<file path="src/rtl/qseq_pkg.sv">
package qseq_pkg;

  localparam int unsigned NUM_PHASES = 4;

  typedef enum logic [1:0] {
    PH_Q1 = 2'd0,
    PH_Q2 = 2'd1,
    PH_Q3 = 2'd2,
    PH_Q4 = 2'd3
  } phase_e;

endpackage

</file>
<file path="src/rtl/qseq_rst_sync.sv">
module qseq_rst_sync #(
  parameter int unsigned STAGES = 2
) (
  input  logic clk_i,
  input  logic rst_n_i,
  output logic rst_sync_n_o
);

  logic [STAGES-1:0] chain_q;
  logic [STAGES-1:0] chain_d;

  always_comb begin
    chain_d = {chain_q[STAGES-2:0], 1'b1};
  end

  always_ff @(posedge clk_i or negedge rst_n_i) begin
    if (!rst_n_i) begin
      chain_q <= '0;
    end else begin
      chain_q <= chain_d;
    end
  end

  assign rst_sync_n_o = chain_q[STAGES-1];

endmodule

</file>
<file path="src/rtl/qseq_phase_gen.sv">
module qseq_phase_gen
  import qseq_pkg::*;
(
  input  logic                  clk_i,
  input  logic                  rst_n_i,
  output logic [NUM_PHASES-1:0] q_en_o
);

  phase_e ph_q;
  phase_e ph_d;

  always_comb begin
    ph_d = phase_e'(ph_q + 2'd1);
  end

  always_ff @(posedge clk_i or negedge rst_n_i) begin
    if (!rst_n_i) begin
      ph_q <= PH_Q1;
    end else begin
      ph_q <= ph_d;
    end
  end

  for (genvar gi = 0; gi < NUM_PHASES; gi++) begin : g_en
    assign q_en_o[gi] = rst_n_i & (ph_q == phase_e'(gi));
  end

  AST_ONE_PHASE: assert property (@(posedge clk_i) disable iff (!rst_n_i)
    $countones(q_en_o) == 1);

  AST_Q4_WRAPS_TO_Q1: assert property (@(posedge clk_i) disable iff (!rst_n_i)
    q_en_o[3] |=> q_en_o[0]);

endmodule

</file>
<file path="src/rtl/qseq_fetch_ctl.sv">
module qseq_fetch_ctl #(
  parameter int unsigned IW = 16
) (
  input  logic          clk_i,
  input  logic          rst_n_i,
  input  logic          q1_i,
  input  logic          q4_i,
  input  logic [IW-1:0] instr_i,
  output logic          pc_inc_o,
  output logic          ir_load_o,
  output logic [IW-1:0] ir_o,
  output logic          filled_o
);

  logic [IW-1:0] ir_q;
  logic [IW-1:0] ir_d;
  logic          filled_q;
  logic          filled_d;

  assign pc_inc_o  = q1_i;
  assign ir_load_o = q4_i;

  always_comb begin
    ir_d     = ir_q;
    filled_d = filled_q;
    if (ir_load_o) begin
      ir_d     = instr_i;
      filled_d = 1'b1;
    end
  end

  always_ff @(posedge clk_i or negedge rst_n_i) begin
    if (!rst_n_i) begin
      ir_q     <= '0;
      filled_q <= 1'b0;
    end else begin
      ir_q     <= ir_d;
      filled_q <= filled_d;
    end
  end

  assign ir_o     = ir_q;
  assign filled_o = filled_q;

  AST_IR_HOLDS_OUTSIDE_Q4: assert property (@(posedge clk_i) disable iff (!rst_n_i)
    !ir_load_o |=> $stable(ir_q));

  AST_PC_INC_THEN_Q2: assert property (@(posedge clk_i) disable iff (!rst_n_i)
    pc_inc_o |=> !pc_inc_o);

endmodule

</file>
<file path="src/rtl/qseq_exec_ctl.sv">
module qseq_exec_ctl #(
  parameter int unsigned   IW       = 16,
  parameter logic [IW-1:0] NOP_WORD = '0
) (
  input  logic          clk_i,
  input  logic          rst_n_i,
  input  logic          q1_i,
  input  logic          q4_i,
  input  logic          pc_chg_i,
  input  logic          ir_load_i,
  input  logic          filled_i,
  input  logic [IW-1:0] ir_i,
  output logic          exec_valid_o,
  output logic [IW-1:0] exec_word_o,
  output logic          flush_o
);

  logic flush_q;
  logic flush_d;
  logic redirect;

  assign exec_valid_o = filled_i & ~flush_q;
  assign redirect     = q4_i & pc_chg_i & exec_valid_o;

  always_comb begin
    flush_d = flush_q;
    if (q4_i) begin
      flush_d = redirect;
    end
  end

  always_ff @(posedge clk_i or negedge rst_n_i) begin
    if (!rst_n_i) begin
      flush_q <= 1'b0;
    end else begin
      flush_q <= flush_d;
    end
  end

  assign exec_word_o = exec_valid_o ? ir_i : NOP_WORD;
  assign flush_o     = flush_q;

  AST_FLUSH_ONE_CYCLE: assert property (@(posedge clk_i) disable iff (!rst_n_i)
    (flush_q && q4_i) |=> !flush_q);

  AST_FLUSH_STARTS_AT_Q1: assert property (@(posedge clk_i) disable iff (!rst_n_i)
    $rose(flush_q) |-> q1_i);

  AST_VALID_AFTER_CAPTURE: assert property (@(posedge clk_i) disable iff (!rst_n_i)
    $rose(exec_valid_o) |-> $past(ir_load_i));

endmodule

</file>
<file path="src/rtl/qseq_top.sv">
module qseq_top
  import qseq_pkg::*;
#(
  parameter int unsigned   IW          = 16,
  parameter int unsigned   SYNC_STAGES = 2,
  parameter logic [IW-1:0] NOP_WORD    = '0
) (
  input  logic          clk_i,
  input  logic          rst_n_i,
  input  logic [IW-1:0] instr_i,
  input  logic          pc_chg_i,
  output logic [3:0]    q_en_o,
  output logic          pc_inc_o,
  output logic          ir_load_o,
  output logic          exec_valid_o,
  output logic [IW-1:0] exec_word_o,
  output logic          flush_o
);

  logic                  rst_int_n;
  logic [NUM_PHASES-1:0] q_en;
  logic [IW-1:0]         ir;
  logic                  filled;

  qseq_rst_sync #(
    .STAGES (SYNC_STAGES)
  ) u_rst_sync (
    .clk_i        (clk_i),
    .rst_n_i      (rst_n_i),
    .rst_sync_n_o (rst_int_n)
  );

  qseq_phase_gen u_phase (
    .clk_i   (clk_i),
    .rst_n_i (rst_int_n),
    .q_en_o  (q_en)
  );

  qseq_fetch_ctl #(
    .IW (IW)
  ) u_fetch (
    .clk_i     (clk_i),
    .rst_n_i   (rst_int_n),
    .q1_i      (q_en[PH_Q1]),
    .q4_i      (q_en[PH_Q4]),
    .instr_i   (instr_i),
    .pc_inc_o  (pc_inc_o),
    .ir_load_o (ir_load_o),
    .ir_o      (ir),
    .filled_o  (filled)
  );

  qseq_exec_ctl #(
    .IW       (IW),
    .NOP_WORD (NOP_WORD)
  ) u_exec (
    .clk_i        (clk_i),
    .rst_n_i      (rst_int_n),
    .q1_i         (q_en[PH_Q1]),
    .q4_i         (q_en[PH_Q4]),
    .pc_chg_i     (pc_chg_i),
    .ir_load_i    (ir_load_o),
    .filled_i     (filled),
    .ir_i         (ir),
    .exec_valid_o (exec_valid_o),
    .exec_word_o  (exec_word_o),
    .flush_o      (flush_o)
  );

  assign q_en_o = q_en;

  AST_PC_INC_IN_Q1_ONLY: assert property (@(posedge clk_i) disable iff (!rst_int_n)
    pc_inc_o |=> q_en_o[1]);

  AST_LOAD_BEFORE_Q1: assert property (@(posedge clk_i) disable iff (!rst_int_n)
    ir_load_o |=> pc_inc_o);

endmodule

</file>
<file path="config.mk">
export PLATFORM = sky130hd
export DESIGN_NAME = qseq_top
export DESIGN_NICKNAME = d
export VERILOG_FILES = /design/src/rtl/qseq_pkg.sv /design/src/rtl/qseq_rst_sync.sv /design/src/rtl/qseq_phase_gen.sv /design/src/rtl/qseq_fetch_ctl.sv /design/src/rtl/qseq_exec_ctl.sv /design/src/rtl/qseq_top.sv
export SDC_FILE = /design/constraint.sdc
export NUM_CORES = 1
export LEC_CHECK = 0
export BUFFER_PORTS_ARGS = -buffer_cell sky130_fd_sc_hd__buf_2
export CAP_MARGIN = 10
export CORE_MARGIN = 2
export CORE_UTILIZATION = 30
export CTS_CLUSTER_DIAMETER = 200
export DETAILED_ROUTE_END_ITERATION = 16
export GPL_TIMING_DRIVEN = 0
export PLACE_DENSITY_LB_ADDON = 0.15
export SYNTH_ARGS = -nofsm -noshare
export SYNTH_HDL_FRONTEND = slang
export SYNTH_SLANG_ARGS = --single-unit
</file>
<file path="constraint.sdc">
create_clock -name clk_i -period 1.6 [get_ports clk_i]
set_input_delay 0.16 -clock clk_i [delete_from_list [all_inputs] [get_ports clk_i]]
set_output_delay 0.16 -clock clk_i [all_outputs]
set_load 0.02 [all_outputs]
</file>
Yosys cells after proc, flatten, opt, wreduce, memory -nomap -nowiden
Cells that the tools add are included. Widths: inputs -> output; s select.

Register bits after elaboration: 22. Latch bits: 0. Bits in writable memories: 0. Memory bits (read-only): 0. Input bits: 19. Output and inout port bits: 24. Word-level logic and storage cells: 19. Memories kept: 0.

Add/subtract/negate cells: 1. Multipliers: 0. Div/mod/pow operators: 0. $lt $le $gt $ge: 0. Equality and inequality tests: 3. Shift-type cells: 0. Muxes and demuxes: 1. Bitwise gates (word level): 8. Reduce and logical (&&, ||, !) cells: 1.

Operators by type and width (count): $mux 16 (1); $and 1x1->1 (7); $eq 2x2->1 const B (2); $add 2x1->2 const B (1); $eq 2x1->1 const B (1); $logic_not 2->1 (1); $not 1->1 (1).

Logic depth before layout (Yosys ltp)
Gate-level depths: netlist of run 1.

Depth in word-level cells: 4. Depth in mapped cells: 5. Mapped depth without buffers: 3.

Hierarchy
From an unflattened synthesis of run 1, not the netlist that was laid out.

Cell total of the unflattened synthesis: 74. Area total of the unflattened synthesis: 1051.0 µm².

Modules (own cells, without submodules): qseq_fetch_ctl (instances 1, cells an instance 38, area each 691.9 µm², seq. area each 425.4 µm²); qseq_exec_ctl (instances 1, cells an instance 21, area each 172.7 µm², seq. area each 25.0 µm²); qseq_phase_gen (instances 1, cells an instance 12, area each 132.6 µm², seq. area each 50.0 µm²); qseq_rst_sync (instances 1, cells an instance 3, area each 53.8 µm², seq. area each 50.0 µm²).

Worst setup path before layout of run 1
No wires, ideal clock.

Path kind: register to output. Start point: register u_rst_sync.chain_q[1]. End point: output q_en_o[3]. Data arrival time: 1.533 ns. Required time: 1.440 ns. Setup slack: -0.093 ns. Cell stages (with the launch flop): 5. Buffers on the path: 2. Cell sequence: dfrtp_1 -> nand2_4 -> buf_6 -> inv_1 -> buf_4.

Word-level cells in the longest chain between the ends: 1.

Ends and longest elaborated chain: start: declaration (line qseq_rst_sync.sv:9) `logic [STAGES-1:0] chain_q;`; start signal: assignment (line qseq_rst_sync.sv:20) `chain_q <= chain_d;`; $and 1x1->1 (line qseq_phase_gen.sv:25) `assign q_en_o[gi] = rst_n_i & (ph_q == phase_e'(gi));`; end: declaration (line qseq_top.sv:12) `output logic [3:0] q_en_o,`.

No other way between the ends.

Worst setup path after layout of run 1
Start point: register u_phase.ph_q[0]. End point: output q_en_o[2].

Word-level cells in the longest chain between the ends: 2.

Ends and longest elaborated chain: start: declaration (line qseq_phase_gen.sv:9) `phase_e ph_q;`; start signal: assignment (line qseq_phase_gen.sv:20) `ph_q <= ph_d;`; $eq 2x2->1 (line qseq_phase_gen.sv:25); $and 1x1->1 (line qseq_phase_gen.sv:25).

No other way between the ends.

==> impl_metrics.toml, run 1 <==
[synthesis]
synth_edf_count = 0
synth.most_common_cell = "dfrtp_1"
yosys-top-cells-count = "dfrtp_1 (22), and2_1 (19), mux2_2 (8), mux2_4 (8), ha_1 (4)"
synthCells = 74
ys_top_cells_by_area = "dfrtp_1 (54%), mux2_4 (12%), and2_1 (12%)"
yosys.cell_types.count = 15
ys_seq_area_share_pct = 54.1
synth-seq-cells = 22
netlist_area_um2 = 1020
synth.top_cell.area_share_pct = 54.1
async_reset_ff_share_pct = 100
yosysWarnings = 0
ys.flop_type = "dfrtp_1"
synth_largest_area_cell = "dfrtp_1"
avgSynthCellArea_um2 = 13.7
synth_nets = 97

[routing]
via_per_inst = 4.02
drcViolationCount = 0
routedWlPerCell_um = 11.1
vias = 712
ant_nets = 0
drt_iter0_drc = 6
drtPass1Iterations = 2
drt_wl_total_mm = 1.96

[final_layout]
fin_cells = 177
antennaDiodeCount = 0
post-route-util_pct = 44.5
area_growth_pct = 43.8
nets = 155
drive_above_1_share_pct = 63.4

[run]
drv_cap = 0

[global_routing]
grt_pass1_vias = 738
grt_pass1_wl_mm = 3.29
grt_max_degree = 14
antenna_found_initial = 0
grt_usage_pct = 10.9
grt-ovfl-total = 0

[critical_path]
cp-end-kind = "output pin"
path_cells = "buf_6 > inv_6 > ha_1 > and2_1 > buf_2"
cpPeakStageDelay_ns = 0.43
worstPathRequired_ns = 1.44
path_class = "flop to output pin"
cp.buffers_inverters = 3
cp.arrival_ns = 1.35
cp_top_family = "flip-flops"
crit_path_top_delay_cell = "dfrtp_1"
worstPathMaxFanout = 3
critPathLaunchType = "flop"

[timing]
drv_slew = 0
fmax_mhz = 661
finalSetupTns_ns = 0
finalHoldViolCount = 0
fin_crit_sh_pct = 94.5
rsz0062_at_grt = "no"
finClkSkew_ns = 0.00119
min_period_ns = 1.51
setup_viol = 0

[floorplanning]
initial_core_util_pct = 31.0
core_um2 = 3280
ios = 43
row_count = 21
die_y_um = 62.2
dieArea_um2 = 3870
die_x_um = 62.2

[clock_network]
cts_buffers = 3
insertion_delay_ns = 0.30
htree_levels = 1
cts.sink_count = 22
clk_path_buf_depth = 2
path_clk_slew_ns = 0.11
cts_tree = "done"
clock-root-buffer = "clkbuf_4"

[placed_design]
routabilityCongestion = 0.646
dpl.cell_count = 162
dp_hpwl_mm = 1.25
io_buffers = 42

[power_and_ir_drop]
p_per_area_nw_per_um2 = 803
leakagePower_nw = 0.773
ir_drop_mv = 0.549

[worst_hold_path]
hp-class = "input port to flop"

[run_status]
outcome = "finished clean"
==> power breakdown <==
part / internal [W] / switching [W] / leakage (nW) / total (W)
Combinational: 0.000146 / 0.000150 / 0.500 / 0.000297
Clock: 0.0000971 / 0.000155 / 0.0150 / 0.000252
Sequential: 0.000602 / 0.0000239 / 0.259 / 0.000626
Total: 0.000846 / 0.000329 / 0.773 / 0.00117
==> cell families (layout without fill, tap and decap cells) <==
group,count (synthesis),in the layout,share of synthesized area (%)
buffers and inverters,7,64,4.18
AO/OA/AOI/OAI,2,2,1.72
adder cells (fa/ha/maj),4,4,4.92
other,1,1,0.369
AND/OR/NAND/NOR,22,22,14.0
multiplexers,16,16,20.7
flip-flops,22,22,54.1
==> through the flow <==
| step | hold slack, ns | instance area, µm² | total power [W] | worst slack (ns) |
|---|---|---|---|---|
| 6_report | 0.0820 | 1460 | 0.00117 | 0.0872 |
| 5_1_grt | 0.0586 | 1460 | 0.00126 | 0.00894 |
| 4_1_cts | 0.0684 | 1420 | 0.00119 | 0.0162 |
| 3_5_place_dp | -0.0522 | 1290 | 0.000913 | -0.0203 |
| 3_3_place_gp | -0.0555 | 1290 | 0.000910 | 0.00436 |
| 2_1_floorplan | -0.136 | 1020 | 0.000816 | 0.163 |
==> worst register-to-register path, delay by kind of cell, from the launching register on <==
kind | cells | cell delay (ns)
and+or+nand+nor | 1 | 0.07
buffers and inverters | 2 | 0.26
muxes | 1 | 0.34
DFF | 1 | 0.44
adders and majority gates | 1 | 0.19
==> worst paths after layout <==
kind | start | endpoint | slack, ns | cells after the start
worst max-delay path | u_phase.ph_q[0] | q_en_o[2] | 0.09 | 5
worst min-delay path | instr_i[1] | u_fetch.ir_o[1] | 0.08 | 2
worst max register to register | u_phase.ph_q[0] | u_fetch.ir_o[5] | 0.19 | 5
worst min register to register | u_rst_sync.chain_q[1] | u_phase.ph_q[1] | 0.31 | 1
max in group asynchronous | u_rst_sync.chain_q[1] | u_fetch.filled_o | 1.14 | 1
min in group asynchronous | rst_n_i | u_rst_sync.chain_q[1] | 0.15 | 2
==> state kept, by name (all words and copies together), names as in the netlist <==
| signal | flops |
|---|---|
| u_exec.flush_o | 1 |
| u_fetch.filled_o | 1 |
| u_fetch.ir_o | 16 |
| u_phase.ph_q | 2 |
| u_rst_sync.chain_q | 2 |
==> layer usage <==
metal	GRT usage (%)	share of wire, %	up-vias
met5	0	0	-
met4	2.50	0.41	0
met3	4.71	7.6	2
met2	19.0	46	28
met1	12.4	46	327
li1	-	-	355
==> cell type report <==
| type | instances | area, µm² |
|---|---|---|
| inverters | 3 | 16.3 |
| fillers | 319 | 1820 |
| flip-flops and latches | 22 | 554 |
| clock buffers | 4 | 26.3 |
| multi-input cells | 45 | 459 |
| repair buffers | 55 | 334 |
| well taps | 46 | 57.6 |
| plain buffers | 2 | 15.0 |
==> cell usage in the layout, fill, tap and decap left out <==
cell and instances:
conb_1 1, and2_1 18, inv_1 1, a21boi_0 1
nand2b_1 1, dfrtp_4 1, ha_4 2, and2_4 1
clkbuf_1 1, nor2b_4 1, nand2_4 1, ha_1 2
mux2_4 8, mux2_2 8, inv_2 1, inv_6 1
buf_2 40, buf_6 5, dlygate4sd3_1 1, buf_4 11
a41o_1 1, clkbuf_4 3, dfrtp_1 21
==> repair_timing <==
item | CTS | global route
hold endpoints to repair | 2 | 0
pin swaps | 2 | 1
hold buffers | 1 | 0
buffers inserted | 9 | 3
resized for setup | 9 | 12
endpoints found under the setup margin | 21 | 3
(Power assumes the default switching activity.)
==> run 2, diff against run 1 <==
--- a/config.mk
+++ b/config.mk
@@ -5,12 +5,14 @@
 export SDC_FILE = /design/constraint.sdc
 export NUM_CORES = 1
 export LEC_CHECK = 0
+export ABC_AREA = 1
 export BUFFER_PORTS_ARGS = -buffer_cell sky130_fd_sc_hd__buf_2
 export CAP_MARGIN = 10
 export CORE_MARGIN = 2
 export CORE_UTILIZATION = 30
 export CTS_CLUSTER_DIAMETER = 200
 export DETAILED_ROUTE_END_ITERATION = 16
+export GPL_ROUTABILITY_DRIVEN = 0
 export GPL_TIMING_DRIVEN = 0
 export PLACE_DENSITY_LB_ADDON = 0.15
 export SYNTH_ARGS = -nofsm -noshare
==> impl_metrics.toml, run 2 <==
[synthesis]
async_reset_ff_share_pct = 100
netlist_area_um2 = 1110
synth-seq-cells = 22
synth-xor-area-share_pct = 0
yosys.cell_types.count = 16
synth.top_cell.area_share_pct = 49.7
synth_mux_area_share_pct = 0
synth_largest_area_cell = "dfrtp_1"
synth.most_common_cell = "inv_1"
synthSimpleGateAreaFrac_pct = 17.3
ys_top_cells_by_area = "dfrtp_1 (50%), o21ai_2 (13%), nand2_2 (8.5%)"
synth_nets = 137
synth-compound-area-share_pct = 13.1
synth_edf_count = 0
synthCells = 114
ys_seq_area_share_pct = 49.7
synth_top_family_by_area = "simple AND/OR/NAND/NOR gates"
synthAdderAreaFrac_pct = 4.52
yosys-top-cells-count = "inv_1 (23), dfrtp_1 (22), nor2_1 (16), o21ai_2 (16), nand2_2 (15)"
yosysWarnings = 0
avgSynthCellArea_um2 = 9.71
ys.flop_type = "dfrtp_1"

[floorplanning]
ios = 43
die_x_um = 64.8
die_y_um = 64.8
initial_core_util_pct = 30.7
dieArea_um2 = 4190
row_count = 22
core_um2 = 3610

[run_status]
outcome = "finished clean"

[final_layout]
nFillCells = 367
largest_reg_flops = 16
drive_above_1_share_pct = 55.2
regArea_um2 = 554
post-route-util_pct = 41.4
nets = 189
fin_cells = 213
area_growth_pct = 34.9
final_area_um2 = 1490
multi_input_area_um2 = 395
antennaDiodeCount = 0
final_common_cell = "buf_2"
layout_common_cells = "buf_2 (41), inv_1 (22), dfrtp_1 (21)"

[clock_network]
htree_levels = 1
path_clk_slew_ns = 0.08
cts_tree = "done"
clk_path_buf_depth = 2
insertion_delay_ns = 0.26
cts.sink_count = 22
clock-root-buffer = "clkbuf_8"
cts_buffers = 3

[power_and_ir_drop]
power_frac_clock_pct = 30.6
internal_power_w = 0.000918
p_per_area_nw_per_um2 = 855
ir_drop_mv = 0.438
leakagePower_nw = 0.805
combPwrFrac_pct = 21.6
seq_power_share_pct = 47.8
switching_power_w = 0.000359
sw_frac_of_total_pct = 28.1
power_w = 0.00128

[routing]
vias = 865
drcViolationCount = 0
drt_wl_total_mm = 2.37
via_per_inst = 4.06
routedWlPerCell_um = 11.1
drt_iter0_drc = 36
ant_nets = 0
drtPass1Iterations = 4

[timing]
drv_slew = 0
finClkSkew_ns = 0.00593
fmax_mhz = 670
setup_viol = 0
rsz0062_at_grt = "no"
finalSetupTns_ns = 0
fin_crit_sh_pct = 93.2
finalHoldViolCount = 0
min_period_ns = 1.49

[critical_path]
crit_cells = 5
cp_top_family = "flip-flops"
worstPathMaxFanout = 4
worstPathRequired_ns = 1.44
cp.arrival_ns = 1.33
path_cells = "ha_1 > nand2_2 > clkinv_8 > buf_4 > buf_2"
path_class = "flop to output pin"
cp.buffers_inverters = 3
critPathLaunchType = "flop"
crit_path_top_delay_cell = "dfrtp_1"
cpPeakStageDelay_ns = 0.38
cp-end-kind = "output pin"
r2r_cells = 5

[global_routing]
grt-ovfl-total = 0
antenna_found_initial = 0
grt_max_degree = 14
grt_usage_pct = 12.4
grt_pass1_wl_mm = 3.95
grt_pass1_vias = 905

[worst_hold_path]
hp-class = "input port to flop"
hold_path_depth = 3

[placed_design]
postPlaceCellArea_um2 = 1380
dpl.cell_count = 204
dp_hpwl_mm = 1.66
io_buffers = 42

[run]
drv_cap = 0
[run 2: cell count changes after synthesis, moves of 2 or more]
| cell | change |
|---|---|
| inv_1 | +20 |
| nand2_1 | +7 |
| nand2_2 | +15 |
| mux2_2 | -8 |
| buf_12 | +2 |
| nor2_1 | +16 |
| mux2_4 | -8 |
| o21ai_2 | +16 |
| and2_1 | -19 |
[run 2: power by group through the flow]
| stage | registers (W) | logic (W) | clock network [W] |
|---|---|---|---|
| floorplan | 0.000629 | 0.000165 | 0 |
| global placement | 0.000631 | 0.000258 | 0 |
| detailed placement | 0.000632 | 0.000262 | 0 |
| CTS | 0.000610 | 0.000283 | 0.000406 |
| global route | 0.000615 | 0.000304 | 0.000433 |
| finish | 0.000610 | 0.000276 | 0.000391 |
[run 2: stage by stage]
step                hold WS (ns)  setup WS [ns]
floorplan                 -0.136         0.0106
global placement         -0.0536         -0.344
detailed placement       -0.0527         -0.376
CTS                       0.0955         0.0162
global route              0.0997         0.0123
finish                     0.100          0.109
[run 2: worst paths after layout]
check	startpoint	end	slack, ns
min in group asynchronous	rst_n_i	u_rst_sync.chain_q[1]	0.21
worst max register to register	u_phase.ph_q[0]	u_fetch.filled_o	0.20
max in group asynchronous	u_rst_sync.chain_q[1]	u_fetch.ir_o[11]	0.98
worst max-delay path	u_phase.ph_q[0]	q_en_o[3]	0.11
worst min-delay path	instr_i[14]	u_fetch.ir_o[14]	0.10
worst min register to register	u_rst_sync.chain_q[1]	u_fetch.ir_o[6]	0.27
[run 2: cell families after synthesis]
family                     count (synthesis)
buffers and inverters                     30
DFF                                       22
adders and majority gates                  4
other                                      1
AOI/OAI and AO/OA                         17
and+or+nand+nor                           40
[run 2: timing repair]
item                       4_1_cts  5_1_grt
resized for setup                3        3
setup endpoints to repair       23       11
hold endpoints to repair         2        0
hold buffers                     1        0
buffers inserted                 6        0
[run 2: routing by layer]
layer	vias to the layer above	share of wire (%)	global-route usage, %
li1	434	-	-
met4	0	0.72	3.19
met2	20	51	22.0
met1	409	44	14.8
met5	-	0	0
met3	2	4.4	3.30
[run 2: final cells by class]
type / count / area share (%)
Multi-Input combinational cell: 62 / 26.5
Sequential cell: 22 / 37.1
Tap cell: 48 / 4.02
Clock buffer: 4 / 3.69
Inverter: 24 / 6.87
Timing Repair Buffer: 49 / 18.2
Buffer: 4 / 3.69
[run 2: tightest hold or removal path, stage by stage]
cell and delay [ns]:
buf_2 0.07, nand2_1 0.05, o21ai_2 0.04
==> run 3, diff against run 2 <==
--- a/config.mk
+++ b/config.mk
@@ -14,6 +14,7 @@
 export DETAILED_ROUTE_END_ITERATION = 16
 export GPL_ROUTABILITY_DRIVEN = 0
 export GPL_TIMING_DRIVEN = 0
+export HOLD_SLACK_MARGIN = 0.15
 export PLACE_DENSITY_LB_ADDON = 0.15
 export SYNTH_ARGS = -nofsm -noshare
 export SYNTH_HDL_FRONTEND = slang
==> impl_metrics.toml, run 3 (synthesized netlist as in run 2, its figures left out) <==
[final_layout]
post-route-util_pct = 45.9
largest_reg_flops = 16
drive_above_1_share_pct = 50.3
fin_cells = 229
layout_common_cells = "buf_2 (41), inv_1 (22), dfrtp_1 (21)"
nets = 205
antennaDiodeCount = 0
final_area_um2 = 1650
final_common_cell = "buf_2"
area_growth_pct = 49.4

[timing]
finClkSkew_ns = 0.00612
setup_viol = 0
min_period_ns = 1.49
rsz0062_at_grt = "no"
finalWorstSetupSlack_ns = 0.111
fmax_mhz = 672
finalHoldWorstSlack_ns = 0.160
drv_slew = 0
finalHoldViolCount = 0
fin_crit_sh_pct = 93.1

[clock_network]
clk_path_buf_depth = 2
path_clk_slew_ns = 0.08
htree_levels = 1
insertion_delay_ns = 0.26
cts_buffers = 3
clock-root-buffer = "clkbuf_8"
cts_tree = "done"
cts.sink_count = 22

[floorplanning]
die_x_um = 64.8
ios = 43
core_um2 = 3610
row_count = 22
die_y_um = 64.8
initial_core_util_pct = 30.7
dieArea_um2 = 4190

[global_routing]
antenna_found_initial = 0
grt_max_degree = 14
grt_pass1_vias = 982
grt-ovfl-total = 0
grt_pass1_wl_mm = 4.17
grt_usage_pct = 13.0

[routing]
via_per_inst = 4.05
drt_iter0_drc = 34
drcViolationCount = 0
ant_nets = 0
drtPass1Iterations = 4
vias = 927
routedWlPerCell_um = 10.8
drt_wl_total_mm = 2.48

[worst_hold_path]
hp-class = "input port to flop"
min_to = "u_exec.flush_o"
min-delay-start = "pc_chg_i"
hold_path_depth = 3

[run_status]
outcome = "finished clean"

[placed_design]
dp_hpwl_mm = 1.66
dpl_worst_slack_ns = -0.376
postPlaceCellArea_um2 = 1380
io_buffers = 42
dpl.cell_count = 204

[critical_path]
path_class = "flop to output pin"
critPathLaunchType = "flop"
r2r_cells = 5
worstPathRequired_ns = 1.44
worstPathMaxFanout = 4
cp-end-kind = "output pin"
cp.arrival_ns = 1.33
r2r_setup_slack_ns = 0.20
r2r_start = "u_phase.ph_q[0]"
reg2reg_to = "u_fetch.filled_o"

[power_and_ir_drop]
leakagePower_nw = 0.872
ir_drop_mv = 0.466
p_per_area_nw_per_um2 = 790

[run]
drv_cap = 0
[run 3: cell count changes in the layout (fill, tap and decap cells not counted)]
cell / change
dlygate4sd3_1: +16
[run 3: power breakdown]
| group | switching (W) | internal, W |
|---|---|---|
| Combinational | 0.000178 | 0.000127 |
| Clock | 0.000173 | 0.000219 |
| Sequential | 0.0000127 | 0.000597 |
| Total | 0.000364 | 0.000944 |
[run 3: timing repair]
action	4_1_cts	5_1_grt
setup buffers	6	0
pin swaps	0	0
resized for setup	3	3
hold buffers	17	0
setup endpoints to repair	23	11
endpoints found under the hold margin	18	0
[run 3: routing by layer]
metal | part of all wire, % | track usage [%]
met1 | 44 | 15.3
met3 | 3.6 | 3.13
met5 | 0 | 0
met2 | 52 | 23.7
met4 | 0.69 | 3.19
[run 3: final cells by class]
cell class	instances	area, µm²
Tap cell	48	60.1
Sequential cell	22	554
Multi-Input combinational cell	62	395
Inverter	24	103
Fill cell	355	1950
Timing Repair Buffer	65	432
Clock buffer	4	55.1
Buffer	4	55.1
[run 3: critical path: stages, from the launching register on]
cell	delay [ns]
dfrtp_1	0.38
ha_1	0.22
nand2_2	0.14
clkinv_8	0.07
buf_4	0.12
buf_2	0.15
[run 3: stage by stage]
step / TNS (ns) / power (W)
finish: 0 / 0.00131
detailed placement: -2.49 / 0.000895
floorplan: 0 / 0.000794
CTS: 0 / 0.00133
global placement: -1.87 / 0.000888
global route: 0 / 0.00138
[run 3: worst max-delay path by stage]
| stage | startpoint | to | slack, ns |
|---|---|---|---|
| after floorplan | u_rst_sync.chain_q[1] | q_en_o[3] | 0.01 |
| after global placement | u_rst_sync.chain_q[1] | q_en_o[3] | -0.34 |
| after detailed placement | u_rst_sync.chain_q[1] | q_en_o[3] | -0.38 |
| after CTS | u_exec.flush_o | exec_word_o[5] | 0.02 |
| after global routing | u_phase.ph_q[0] | q_en_o[0] | 0.01 |
| final | u_phase.ph_q[0] | q_en_o[3] | 0.11 |
